**config.mk**
```make
export PLATFORM = sky130hd
export DESIGN_NAME = sclk_div_gen
export DESIGN_NICKNAME = d
export VERILOG_FILES = /design/src/rtl/sclk_div_pkg.sv /design/src/rtl/sclk_cfg_decode.sv /design/src/rtl/sclk_ratio_calc.sv /design/src/rtl/sclk_phase_ctr.sv /design/src/rtl/sclk_div_gen.sv
export SDC_FILE = /design/constraint.sdc
export NUM_CORES = 1
export LEC_CHECK = 0
export CORE_MARGIN = 2
export CORE_UTILIZATION = 60
export CTS_BUF_LIST = sky130_fd_sc_hd__clkbuf_4 sky130_fd_sc_hd__clkbuf_8 sky130_fd_sc_hd__clkbuf_16
export CTS_CLUSTER_DIAMETER = 120
export DETAILED_ROUTE_END_ITERATION = 7
export PLACE_DENSITY = 0.9
export SLEW_MARGIN = 25
export SYNTH_ARGS = -nofsm -noshare
export SYNTH_HDL_FRONTEND = slang
export SYNTH_SLANG_ARGS = --single-unit
```
**constraint.sdc**
```tcl
create_clock -name clk_i -period 9.9 [get_ports clk_i]
set_clock_uncertainty 0.2 [all_clocks]
set_input_delay 1.98 -clock clk_i [delete_from_list [all_inputs] [get_ports clk_i]]
set_output_delay 1.98 -clock clk_i [all_outputs]
set_load 0.005 [all_outputs]
```
**src/rtl/sclk_div_pkg.sv**
```systemverilog
package sclk_div_pkg;

  localparam int CFG_W    = 16;
  localparam int PRE_LSB  = 0;
  localparam int PRE_W    = 4;
  localparam int PEXP_N   = 3;
  localparam int SDIV_LSB = 11;
  localparam int SDIV_W   = 3;
  localparam int SDIV_MAX = 4;

  localparam int PEXP_MAX  = (1 << PEXP_N) - 1;
  localparam int EXP_MAX   = PEXP_MAX + SDIV_MAX;
  localparam int EXP_W     = $clog2(EXP_MAX + 1);
  localparam int RATIO_W   = PRE_W + EXP_MAX;
  localparam int MIN_RATIO = 2;

  typedef logic [RATIO_W-1:0] ratio_t;

  // word position of each pre-prescale exponent bit, LSB first
  function automatic int pexp_pos(input int idx);
    case (idx)
      0:       return 4;
      1:       return 6;
      default: return 7;
    endcase
  endfunction

endpackage

```
**src/rtl/sclk_cfg_decode.sv**
```systemverilog
module sclk_cfg_decode
  import sclk_div_pkg::*;
#(
  parameter int CW   = CFG_W,
  parameter int PW   = PRE_W,
  parameter int SW   = SDIV_W,
  parameter int SMAX = SDIV_MAX,
  parameter int EW   = EXP_W
) (
  input  logic [CW-1:0] cfg_i,
  output logic [PW-1:0] pre_o,
  output logic [EW-1:0] exp_o
);

  logic [PEXP_N-1:0] pexp;
  logic [PW-1:0]     pre_raw;
  logic [SW-1:0]     sdiv_raw;
  logic [SW-1:0]     sdiv_eff;
  logic              unused_cfg;

  for (genvar g = 0; g < PEXP_N; g++) begin : g_pexp
    assign pexp[g] = cfg_i[pexp_pos(g)];
  end

  assign pre_raw    = cfg_i[PRE_LSB +: PW];
  assign sdiv_raw   = cfg_i[SDIV_LSB +: SW];
  assign unused_cfg = ^cfg_i;

  always_comb begin
    sdiv_eff = (sdiv_raw > SW'(SMAX)) ? SW'(SMAX) : sdiv_raw;
    pre_o    = (pre_raw == '0) ? PW'(1) : pre_raw;
    exp_o    = EW'(pexp) + EW'(sdiv_eff);
  end

endmodule

```
**src/rtl/sclk_ratio_calc.sv**
```systemverilog
module sclk_ratio_calc
  import sclk_div_pkg::*;
#(
  parameter int PW   = PRE_W,
  parameter int EW   = EXP_W,
  parameter int RW   = RATIO_W,
  parameter int MINR = MIN_RATIO
) (
  input  logic [PW-1:0] pre_i,
  input  logic [EW-1:0] exp_i,
  output logic [RW-1:0] lo_len_o,
  output logic [RW-1:0] hi_len_o
);

  logic [RW-1:0] prod;
  logic [RW-1:0] ratio;

  assign prod = RW'(pre_i) << exp_i;

  if (MINR > 1) begin : g_clamp
    assign ratio = (prod < RW'(MINR)) ? RW'(MINR) : prod;
  end else begin : g_pass
    assign ratio = prod;
  end

  // high phase takes the odd cycle
  always_comb begin
    lo_len_o = ratio >> 1;
    hi_len_o = ratio - lo_len_o;
  end

endmodule

```
**src/rtl/sclk_phase_ctr.sv**
```systemverilog
module sclk_phase_ctr #(
  parameter int CW = 15
) (
  input  logic          clk_i,
  input  logic          rst_ni,
  input  logic          run_i,
  input  logic [CW-1:0] lo_len_i,
  input  logic [CW-1:0] hi_len_i,
  output logic          active_o,
  output logic          sclk_o,
  output logic          tick_o
);

  logic          run_q;
  logic          sclk_q;
  logic [CW-1:0] cnt_q;
  logic [CW-1:0] cur_len;

  assign cur_len  = sclk_q ? hi_len_i : lo_len_i;
  assign tick_o   = run_q && (cnt_q == cur_len - CW'(1));
  assign sclk_o   = sclk_q;
  assign active_o = run_q;

  always_ff @(posedge clk_i or negedge rst_ni) begin
    if (!rst_ni) begin
      run_q  <= 1'b0;
      sclk_q <= 1'b0;
      cnt_q  <= '0;
    end else if (!run_i || !run_q) begin
      run_q  <= run_i;
      sclk_q <= 1'b0;
      cnt_q  <= '0;
    end else if (tick_o) begin
      sclk_q <= ~sclk_q;
      cnt_q  <= '0;
    end else begin
      cnt_q  <= cnt_q + CW'(1);
    end
  end

endmodule

```
**src/rtl/sclk_div_gen.sv**
```systemverilog
module sclk_div_gen
  import sclk_div_pkg::*;
#(
  parameter int CFG_WIDTH = CFG_W
) (
  input  logic                 clk_i,
  input  logic                 rst_ni,
  input  logic                 run_i,
  input  logic [CFG_WIDTH-1:0] cfg_i,
  output logic                 sclk_o,
  output logic                 tick_o
);

  localparam int RW = RATIO_W;

  logic [PRE_W-1:0] pre;
  logic [EXP_W-1:0] expn;
  logic [RW-1:0]    lo_len;
  logic [RW-1:0]    hi_len;
  logic [RW-1:0]    lo_q;
  logic [RW-1:0]    hi_q;
  logic             run_act;

  sclk_cfg_decode #(
    .CW(CFG_WIDTH), .PW(PRE_W), .SW(SDIV_W), .SMAX(SDIV_MAX), .EW(EXP_W)
  ) u_decode (
    .cfg_i (cfg_i),
    .pre_o (pre),
    .exp_o (expn)
  );

  sclk_ratio_calc #(
    .PW(PRE_W), .EW(EXP_W), .RW(RW), .MINR(MIN_RATIO)
  ) u_calc (
    .pre_i    (pre),
    .exp_i    (expn),
    .lo_len_o (lo_len),
    .hi_len_o (hi_len)
  );

  // ratio tracks cfg while idle, frozen once a frame is running
  always_ff @(posedge clk_i or negedge rst_ni) begin
    if (!rst_ni) begin
      lo_q <= RW'(MIN_RATIO / 2);
      hi_q <= RW'(MIN_RATIO - MIN_RATIO / 2);
    end else if (!run_act) begin
      lo_q <= lo_len;
      hi_q <= hi_len;
    end
  end

  sclk_phase_ctr #(.CW(RW)) u_phase (
    .clk_i    (clk_i),
    .rst_ni   (rst_ni),
    .run_i    (run_i),
    .lo_len_i (lo_q),
    .hi_len_i (hi_q),
    .active_o (run_act),
    .sclk_o   (sclk_o),
    .tick_o   (tick_o)
  );

endmodule

```
=== After elaboration in Yosys (flattened, before gate mapping) ===
Index checks and enable logic that the tools add are counted.

* Add/subtract/negate cells: 4
* Magnitude comparators: 2
* Equal/unequal tests: 1
* Shift-type cells: 1
* Multiplexer cells: 8
* Bitwise operators: 1
* Reduce and logical (&&, ||, !) cells: 6

{| class="wikitable"
|+ Operators with widths
! kind !! number
|-
| 15-bit 2-to-1 mux || 4
|-
| 15-bit by 1-bit adder with 15-bit output, second input constant || 1
|-
| 15-bit equality test || 1
|-
| 15-bit by 2-bit less-than comparator with 1-bit output, second input constant || 1
|-
| 4-bit by 4-bit left shift with 15-bit output || 1
|-
| 15-bit by 1-bit subtractor with 15-bit output, second input constant || 1
|-
| 15-bit by 14-bit subtractor with 15-bit output || 1
|-
| 3-bit by 3-bit adder with 4-bit output || 1
|-
| 4-bit zero test || 1
|-
| 4-bit 2-to-1 mux || 1
|-
| 3-bit > comparator, second input constant || 1
|-
| 3-bit 2-to-1 mux || 1
|-
| 1-bit zero test || 2
|-
| 1-bit 2-to-1 mux || 2
|-
| 2-bit nonzero test || 1
|-
| 1-bit logical AND || 1
|-
| 1-bit logical OR || 1
|-
| 1-bit inverter || 1
|}

* Flip-flop bits (word level): 46
* Input port bits: 19
* Output and inout bits: 2
* Logic and storage cells: 28

=== Logic depth before layout (Yosys ltp) ===
Gate-level depths: netlist of the first run.

* Depth in word-level cells: 7
* Gate-level depth with buffers: 24
* Gate-level depth less buffers: 23

=== Cells and area by module ===
Synthesis of the first run repeated with hierarchy kept, for this count alone.

* Cells, all modules: 430
* Area total of the unflattened synthesis: 4201.5 µm²

{| class="wikitable"
|+ Modules (own cells, without submodules)
! module !! times used !! cells each !! area each (µm²) !! sequential area each (µm²)
|-
| sclk_phase_ctr || 1 || 184 || 1645.3 || 425.4
|-
| sclk_div_gen || 1 || 63 || 1237.4 || 753.2
|-
| sclk_ratio_calc || 1 || 164 || 1188.6 || 0.0
|-
| sclk_cfg_decode || 1 || 19 || 130.1 || 0.0
|}

=== Worst setup path after synthesis of the first run ===
OpenSTA, ideal clock, no wires.

* Path type: input -> register
* Start: input cfg_i[11]
* End: register hi_q[14]
* Library setup time: 0.125 ns
* Arrival time: 6.240 ns
* Required time: 9.575 ns
* Slack: 3.336 ns
* Cell stages on the path: 22
* Path buffers: 1
* Cells stage by stage: nor2b_1 ha_1 fa_1 xor2_1 clkbuf_1 a21oi_1 nand2_1 ha_1 o311ai_0 nor4_1 nand2_1 nand2_1 inv_1 fa_1 nand2b_1 a21oi_1 nand2b_1 nand2b_1 nor4b_1 o41ai_1 xnor2_1 mux2_2

* Longest elaborated chain between the ends: 7

{| class="wikitable"
|+ RTL lines
! what !! line !! text
|-
| start: declaration || sclk_div_gen.sv:9 || <nowiki>input logic [CFG_WIDTH-1:0] cfg_i,</nowiki>
|-
| 3-bit > comparator || sclk_cfg_decode.sv:30 || <nowiki>sdiv_eff = (sdiv_raw > SW'(SMAX)) ? SW'(SMAX) : sdiv_raw;</nowiki>
|-
| 3-bit 2-to-1 mux (*) || sclk_cfg_decode.sv:30 ||
|-
| 3-bit by 3-bit adder with 4-bit output (*) || sclk_cfg_decode.sv:32 || <nowiki>exp_o = EW'(pexp) + EW'(sdiv_eff);</nowiki>
|-
| 4-bit by 4-bit left shift with 15-bit output (*) || sclk_ratio_calc.sv:18 || <nowiki>assign prod = RW'(pre_i) << exp_i;</nowiki>
|-
| 15-bit by 2-bit less-than comparator with 1-bit output || sclk_ratio_calc.sv:21 || <nowiki>assign ratio = (prod < RW'(MINR)) ? RW'(MINR) : prod;</nowiki>
|-
| 15-bit 2-to-1 mux (*) || sclk_ratio_calc.sv:21 ||
|-
| named net lo_len[0] || sclk_div_gen.sv:18 || <nowiki>logic [RW-1:0] lo_len;</nowiki>
|-
| 15-bit by 14-bit subtractor with 15-bit output (*) || sclk_ratio_calc.sv:29 || <nowiki>hi_len_o = ratio - lo_len_o;</nowiki>
|-
| end signal: assignment || sclk_div_gen.sv:45 || <nowiki>hi_q <= RW'(MIN_RATIO - MIN_RATIO / 2);</nowiki>
|-
| end signal: assignment || sclk_div_gen.sv:48 || <nowiki>hi_q <= hi_len;</nowiki>
|-
| end: declaration || sclk_div_gen.sv:21 || <nowiki>logic [RW-1:0] hi_q;</nowiki>
|}

The timed path passes the listed nets; every way through them passes the cells marked *.
A chain may end at the register's enable or synchronous reset.

=== Worst setup path in the final report of the first run ===
* Start: input cfg_i[13]
* End: register hi_q[14]

The elaborated chain is that of the path after synthesis.

==> out/metrics.csv, run 1 <==
stage,metric,value,unit
status,status,"finished, final reports clean",
timing,tightest slew margin relative to the limit,0.355,
timing,setup tns final,0,ps
placement,Final Wtd Congestion,0.920,
floorplanning,core region area,0.00599,mm^2
synthesis,dominant cells by area after synthesis,"dfrtp_1, xnor2_1, ha_1",
cts,CTS tree,done,
global_routing,GRT busiest layer,met2,
global_routing,initial antenna violation count,0,
timing,final setup vio count,0,
detailed_routing,Routed Wire Length,7800,um
detailed_routing,DRT antenna net count,0,
floorplanning,Die Y,83.3,um
timing,Hold Fails Final Rpt,0,
synthesis,Post-Synthesis Cells,438,
timing,slew at the pin closest to its max-slew limit,959,ps
timing,f_max,0.126,GHz
detailed_routing,Pre-Repair DR Iteration Count,5,
layout,layout cell share with drive strength beyond 1,0.0921,
synthesis,yosys warns,0,
layout,synthesis-to-layout area growth,6.67,%
power,Leakage,1.70,nW
cts,Max H-tree Level,2,
cts,CTS Root Cell,clkbuf_8,
floorplanning,Die ar.,0.00693,mm^2
detailed_routing,drc violations,0,
timing,Final Max Slew Viols,0,
floorplanning,Ports,21,
worst_setup_path,CP cell instances,"clkdlybuf4s50_1, nor2b_1, ha_1, fa_1, xor2_1, a21oi_1, nand2_1, ha_1, o311ai_0, nor4_1, nand2_1, nand2_1, inv_1, fa_1, nand2b_1, a21oi_1, nand2b_1, nand2b_1, nor4b_1, o41ai_1, xnor2_1, mux2_2",
timing,Final period util,0.803,
hold_path,Min-Delay Path Class,reg -> reg,
layout,Final Non-Filler Cells,520,
global_routing,vias in the first global route,3066,
worst_setup_path,CP max stage delay,770,ps
synthesis,Avg Inst Size Synth,8.61,um^2
synthesis,Yosys cell types,61,
detailed_routing,routed len/inst,15.0,um
cts,CTS sink count,46,
layout,ANT cells,0,
worst_setup_path,Crit. End Element,register,
detailed_routing,Initial DRC Count,179,
global_routing,largest net degree at the start of global routing,56,
layout,fill count,452,
worst_setup_path,crit path launch type,primary input,
synthesis,"Top FF cell, synth",dfrtp_1,
floorplanning,Rows,28,
synthesis,"Seq/Total Area, Yosys",0.306,
layout,Layout Utilization,0.671,
cts,"Clk pin slew, worst setup/hold paths",80,ps
cts,PostCTS Resize Cnt,0,
worst_setup_path,critical path's slowest cell,xor2_1,
global_routing,met3 usage in global routing,0.0348,
layout,Total Nets Final,485,
timing,min Tclk post-route,7950,ps
global_routing,GRT Total Usage,0.233,
worst_setup_path,Max Fanout on Critical Path,15,
timing,RSZ-0062 raised after global routing,false,
worst_setup_path,CP required,9890,ps
cts,Skew-Pair Late Insertion Delay,300,ps
global_routing,M2 GR Usage,0.394,
placement,placed instance count,512,
cts,clock buffer depth,2,
layout,"most common cell after layout, fill and taps aside",dfrtp_1,
global_routing,first-pass GRT wire length,13500,um
synthesis,largest area contributor in the netlist,dfrtp_1,
job,maxcap violations,0,
layout,"commonest cells after routing, fill and taps aside","dfrtp_1, nand2_1, o21ai_0",
global_routing,GRT Residual Overflow,0,
detailed_routing,via count,3193,
synthesis,synthesized area,0.00377,mm^2
worst_setup_path,critical path type,in -> reg,
global_routing,met1 global-route usage,0.284,
placement,hpwl dp,5860,um
synthesis,ys async rst share,1.00,
worst_setup_path,WP data arrival,7940,ps
floorplanning,starting density of the core,0.629,
synthesis,syn_nets,479,
power,VDD IR-drop max,0.0889,mV
cts,TritonCTS Buffers,5,
detailed_routing,vias per inst,6.14,
synthesis,number of flops mapped to enable cells by yosys,0,
placement,port bufs,14,
synthesis,#FFs+latches synth,46,
floorplanning,die width,83.3,um
cts,Hold Buf Count CTS,0,
cts,post-CTS setup buffer count,0,
worst_setup_path,R2R setup slack,6350,ps
power,pwr dens,180,mW/mm^2
synthesis,top-area cell type share of the netlist area,0.292,
[Yosys cell counts (3+ instances only)]
| cell type | instances |
|---|---|
| nor4_1 | 4 |
| a211oi_1 | 3 |
| o31ai_1 | 7 |
| inv_1 | 27 |
| nor2b_1 | 6 |
| nor3_1 | 14 |
| o31a_1 | 5 |
| mux2i_1 | 10 |
| a31oi_1 | 3 |
| o21ai_0 | 36 |
| mux2_2 | 9 |
| xor2_1 | 16 |
| a21o_1 | 5 |
| o21a_1 | 9 |
| nand3_1 | 16 |
| nand2b_1 | 10 |
| clkbuf_1 | 13 |
| nand4_1 | 3 |
| nor2_2 | 8 |
| nor3b_1 | 3 |
| and3_1 | 9 |
| ha_1 | 20 |
| nor2_1 | 27 |
| dfrtp_1 | 44 |
| a21oi_1 | 19 |
| nand2_1 | 41 |
| xnor2_1 | 29 |
[cell families (layout without fill, tap and decap cells)]
group | count (synthesis) | after routing | synth area share
simple gates | 154 | 154 | 0.216
compound gates | 107 | 107 | 0.190
flops | 46 | 46 | 0.306
xor+xnor | 45 | 45 | 0.105
buf+inv | 44 | 51 | 0.0495
fa+ha+maj | 22 | 22 | 0.0770
mux | 20 | 20 | 0.0571
[final timing paths]
kind / cells past startpoint / start / to
max in group asynchronous: 1 / rst_ni / hi_q[0]
hold reg to reg: 2 / hi_q[0] / hi_q[0]
setup / recovery: 22 / cfg_i[13] / hi_q[14]
hold / removal: 2 / hi_q[0] / hi_q[0]
min in group asynchronous: 1 / rst_ni / hi_q[2]
setup reg to reg: 10 / u_phase.sclk_o / u_phase.cnt_q[4]
[critical path, delay by kind of cell]
family                     cells  cell delay [ps]
adders and majority gates      4             1230
and+or+nand+nor                9             2060
xor gates and xnor gates       2              910
muxes                          1              270
AOI/OAI and AO/OA              4              930
buffers and inverters          2              580
[through the flow]
step | setup WS, ps | cell area (um^2) | hold slack [ps] | power (W)
detailed placement | 1830 | 3930 | 283 | 0.000603
global placement | 1970 | 3930 | 264 | 0.000584
floorplan | 3340 | 3770 | 249 | 0.000528
CTS | 2150 | 4020 | 305 | 0.000719
global route | 1530 | 4020 | 353 | 0.000780
finish | 1950 | 4020 | 306 | 0.000723
[sequential cells by signal, summed over array words and instances, names as in the netlist]
register / cells
lo_q: 14
u_phase.sclk_o: 1
u_phase.active_o: 1
hi_q: 15
u_phase.cnt_q: 15
[area by class of cell]
cell class              instances  area (um^2)  share of cell area
clock buffers                   6         76.3              0.0190
clock inverters                 2         13.8             0.00342
inverters                      27          101              0.0252
multi-input cells             348         2430               0.604
flip-flops and latches         46         1150               0.287
well taps                      75         93.8              0.0233
repair buffers                 16          153              0.0380
[where the power goes]
group	total, W	leakage (nW)	switching [W]	internal (W)
registers	0.000271	0.596	0.0000431	0.000228
clock network	0.000117	0.0486	0.0000640	0.0000526
logic	0.000335	1.05	0.000189	0.000146
total	0.000723	1.70	0.000296	0.000426
[layer usage]
metal | share of wire | wire [um] | vias up
li1 | - | - | 1568
met1 | 0.44 | 3400 | 1490
met2 | 0.47 | 3670 | 106
met3 | 0.050 | 390 | 29
met4 | 0.043 | 332 | 0
met5 | 0 | 0 | -
Power figures use the tool's default switching activity.
==> run 2, diff against run 1 <==
Settings changed: CORE_UTILIZATION 60 to 55, PLACE_DENSITY 0.9 to 0.87.
Clock period 9.9 ns to 6.7 ns, I/O delays scaled along.
==> run 2 against run 1 <==
Effect of this change:
- non-clock buffer count rose by 9
- cell count rose by 2.7%
- combinational power rose by 56%
- sequential power rose by 47%
- register-to-register slack got worse by 3300 ps
- via count fell by 0.50%
- final area rose by 2.9%
- global-route usage fell by 1.4 points
- count of clock-buffer cells in the layout fell by 1
- sequential share of layout area fell by 0.81 points
- total power rose by 57%
- largest cell class unchanged
- largest power group unchanged
==> out/metrics.csv, run 2 (same netlist as run 1, synthesis figures left out) <==
stage,metric,value,unit
worst_setup_path,CP required,6700,ps
detailed_routing,drc violations,0,
global_routing,initial antenna violation count,0,
hold_path,Hold Crit Depth,2,
layout,"commonest cells after routing, fill and taps aside","dfrtp_1, nand2_1, o21ai_0",
timing,slew at the pin closest to its max-slew limit,709,ps
cts,clock buffer depth,2,
floorplanning,Die ar.,0.00753,mm^2
timing,f_max,0.159,GHz
hold_path,Min-Delay Path Class,reg -> reg,
cts,Skew-Pair Late Insertion Delay,310,ps
worst_setup_path,critical path type,in -> reg,
floorplanning,starting density of the core,0.561,
layout,ANT cells,0,
global_routing,GRT busiest layer,met2,
floorplanning,die width,86.8,um
global_routing,met3 usage in global routing,0.0295,
worst_setup_path,WP data arrival,6310,ps
layout,Total Nets Final,494,
layout,"most common cell after layout, fill and taps aside",dfrtp_1,
layout,synthesis-to-layout area growth,9.76,%
global_routing,first-pass GRT wire length,13400,um
floorplanning,Ports,21,
layout,Layout Utilization,0.616,
cts,"Clk pin slew, worst setup/hold paths",90,ps
worst_setup_path,Reg2Reg Depth,10,
timing,tightest slew margin relative to the limit,0.528,
cts,CTS tree,done,
job,maxcap violations,0,
timing,setup tns final,0,ps
global_routing,GRT Residual Overflow,0,
timing,min Tclk post-route,6310,ps
placement,hpwl dp,6100,um
cts,Hold Buf Count CTS,0,
worst_setup_path,Max Fanout on Critical Path,9,
global_routing,largest net degree at the start of global routing,56,
worst_setup_path,crit path launch type,primary input,
timing,Hold Fails Final Rpt,0,
placement,port bufs,14,
cts,TritonCTS Buffers,5,
power,pwr dens,274,mW/mm^2
global_routing,GRT Total Usage,0.219,
detailed_routing,routed len/inst,14.8,um
timing,final setup vio count,0,
timing,Final Max Slew Viols,0,
floorplanning,Die Y,86.8,um
detailed_routing,DRT antenna net count,0,
worst_setup_path,Crit. End Element,register,
timing,RSZ-0062 raised after global routing,false,
cts,Max H-tree Level,2,
power,VDD IR-drop max,0.103,mV
status,status,"finished, final reports clean",
cts,CTS Root Cell,clkbuf_8,
floorplanning,Rows,30,
global_routing,vias in the first global route,3020,
floorplanning,core region area,0.00672,mm^2
power,Leakage,1.76,nW
detailed_routing,vias per inst,5.95,
placement,Final Wtd Congestion,0.927,
global_routing,M2 GR Usage,0.387,
detailed_routing,Routed Wire Length,7910,um
global_routing,met1 global-route usage,0.270,
layout,top flop regs,"hi_q: 15 flops, u_phase.cnt_q: 15 flops, lo_q: 14 flops",
cts,CTS sink count,46,
detailed_routing,Initial DRC Count,148,
detailed_routing,Pre-Repair DR Iteration Count,5,
layout,layout cell share with drive strength beyond 1,0.119,
timing,Final period util,0.942,
detailed_routing,via count,3177,
-- run 2: metal layers --
layer  up-vias  wire length [um]
met1      1497              3540
met5         -                 0
met3        18               265
li1       1585                 -
met4         0               149
met2        77              3950
-- run 2: where the power goes --
part	internal [W]	total (W)	switching [W]
clock	0.000112	0.000211	0.0000989
sequential	0.000336	0.000399	0.0000627
combinational	0.000234	0.000523	0.000289
-- run 2: what timing repair did --
action,4_1_cts,5_1_grt
resized for setup,0,4
setup endpoints to repair,0,1
buffers inserted,0,0
-- run 2: final cells by class --
type,count,area [um^2]
Fill cell,554,2580
Multi-Input combinational cell,348,2450
Sequential cell,46,1150
Timing Repair Buffer,25,220
Inverter,27,101
Tap cell,80,100
Clock buffer,5,68.8
Clock inverter,3,43.8
-- run 2: per-stage QoR --
stage          cell area [um^2]  std cells  hold WS [ps]  setup WS, ps  power [W]
2_1_floorplan              3770        438           249           776   0.000780
5_1_grt                    4140        534           353          37.1    0.00122
6_report                   4140        534           292           391    0.00113
3_5_place_dp               4000        526           277          1.22   0.000912
4_1_cts                    4120        534           297           295    0.00112
3_3_place_gp               4000        526           262           134   0.000882
-- run 2: final timing paths --
check	startpoint	end	slack [ps]
setup reg to reg	u_phase.sclk_o	u_phase.cnt_q[4]	3090
min in group asynchronous	rst_ni	u_phase.cnt_q[7]	810
hold / removal	lo_q[10]	lo_q[10]	290
setup / recovery	cfg_i[13]	hi_q[14]	390
hold reg to reg	lo_q[10]	lo_q[10]	290
max in group asynchronous	rst_ni	lo_q[0]	5110
-- run 2: worst max-delay path: stages --
cell and delay (ps):
clkdlybuf4s50_1 520, nor2b_1 60, ha_1 200, fa_1 570, buf_4 190, a311oi_1 100
nor2_1 170, a21oi_1 110, nand2_1 120, ha_1 150, o311ai_0 120, nor4_1 420
nand2_1 160, nand2_2 120, inv_1 60, fa_1 410, nand2b_1 200, a21oi_2 180
nand2b_1 150, nand2b_1 70, nor4b_2 180, o41ai_2 330, xnor2_1 110, mux2_2 260
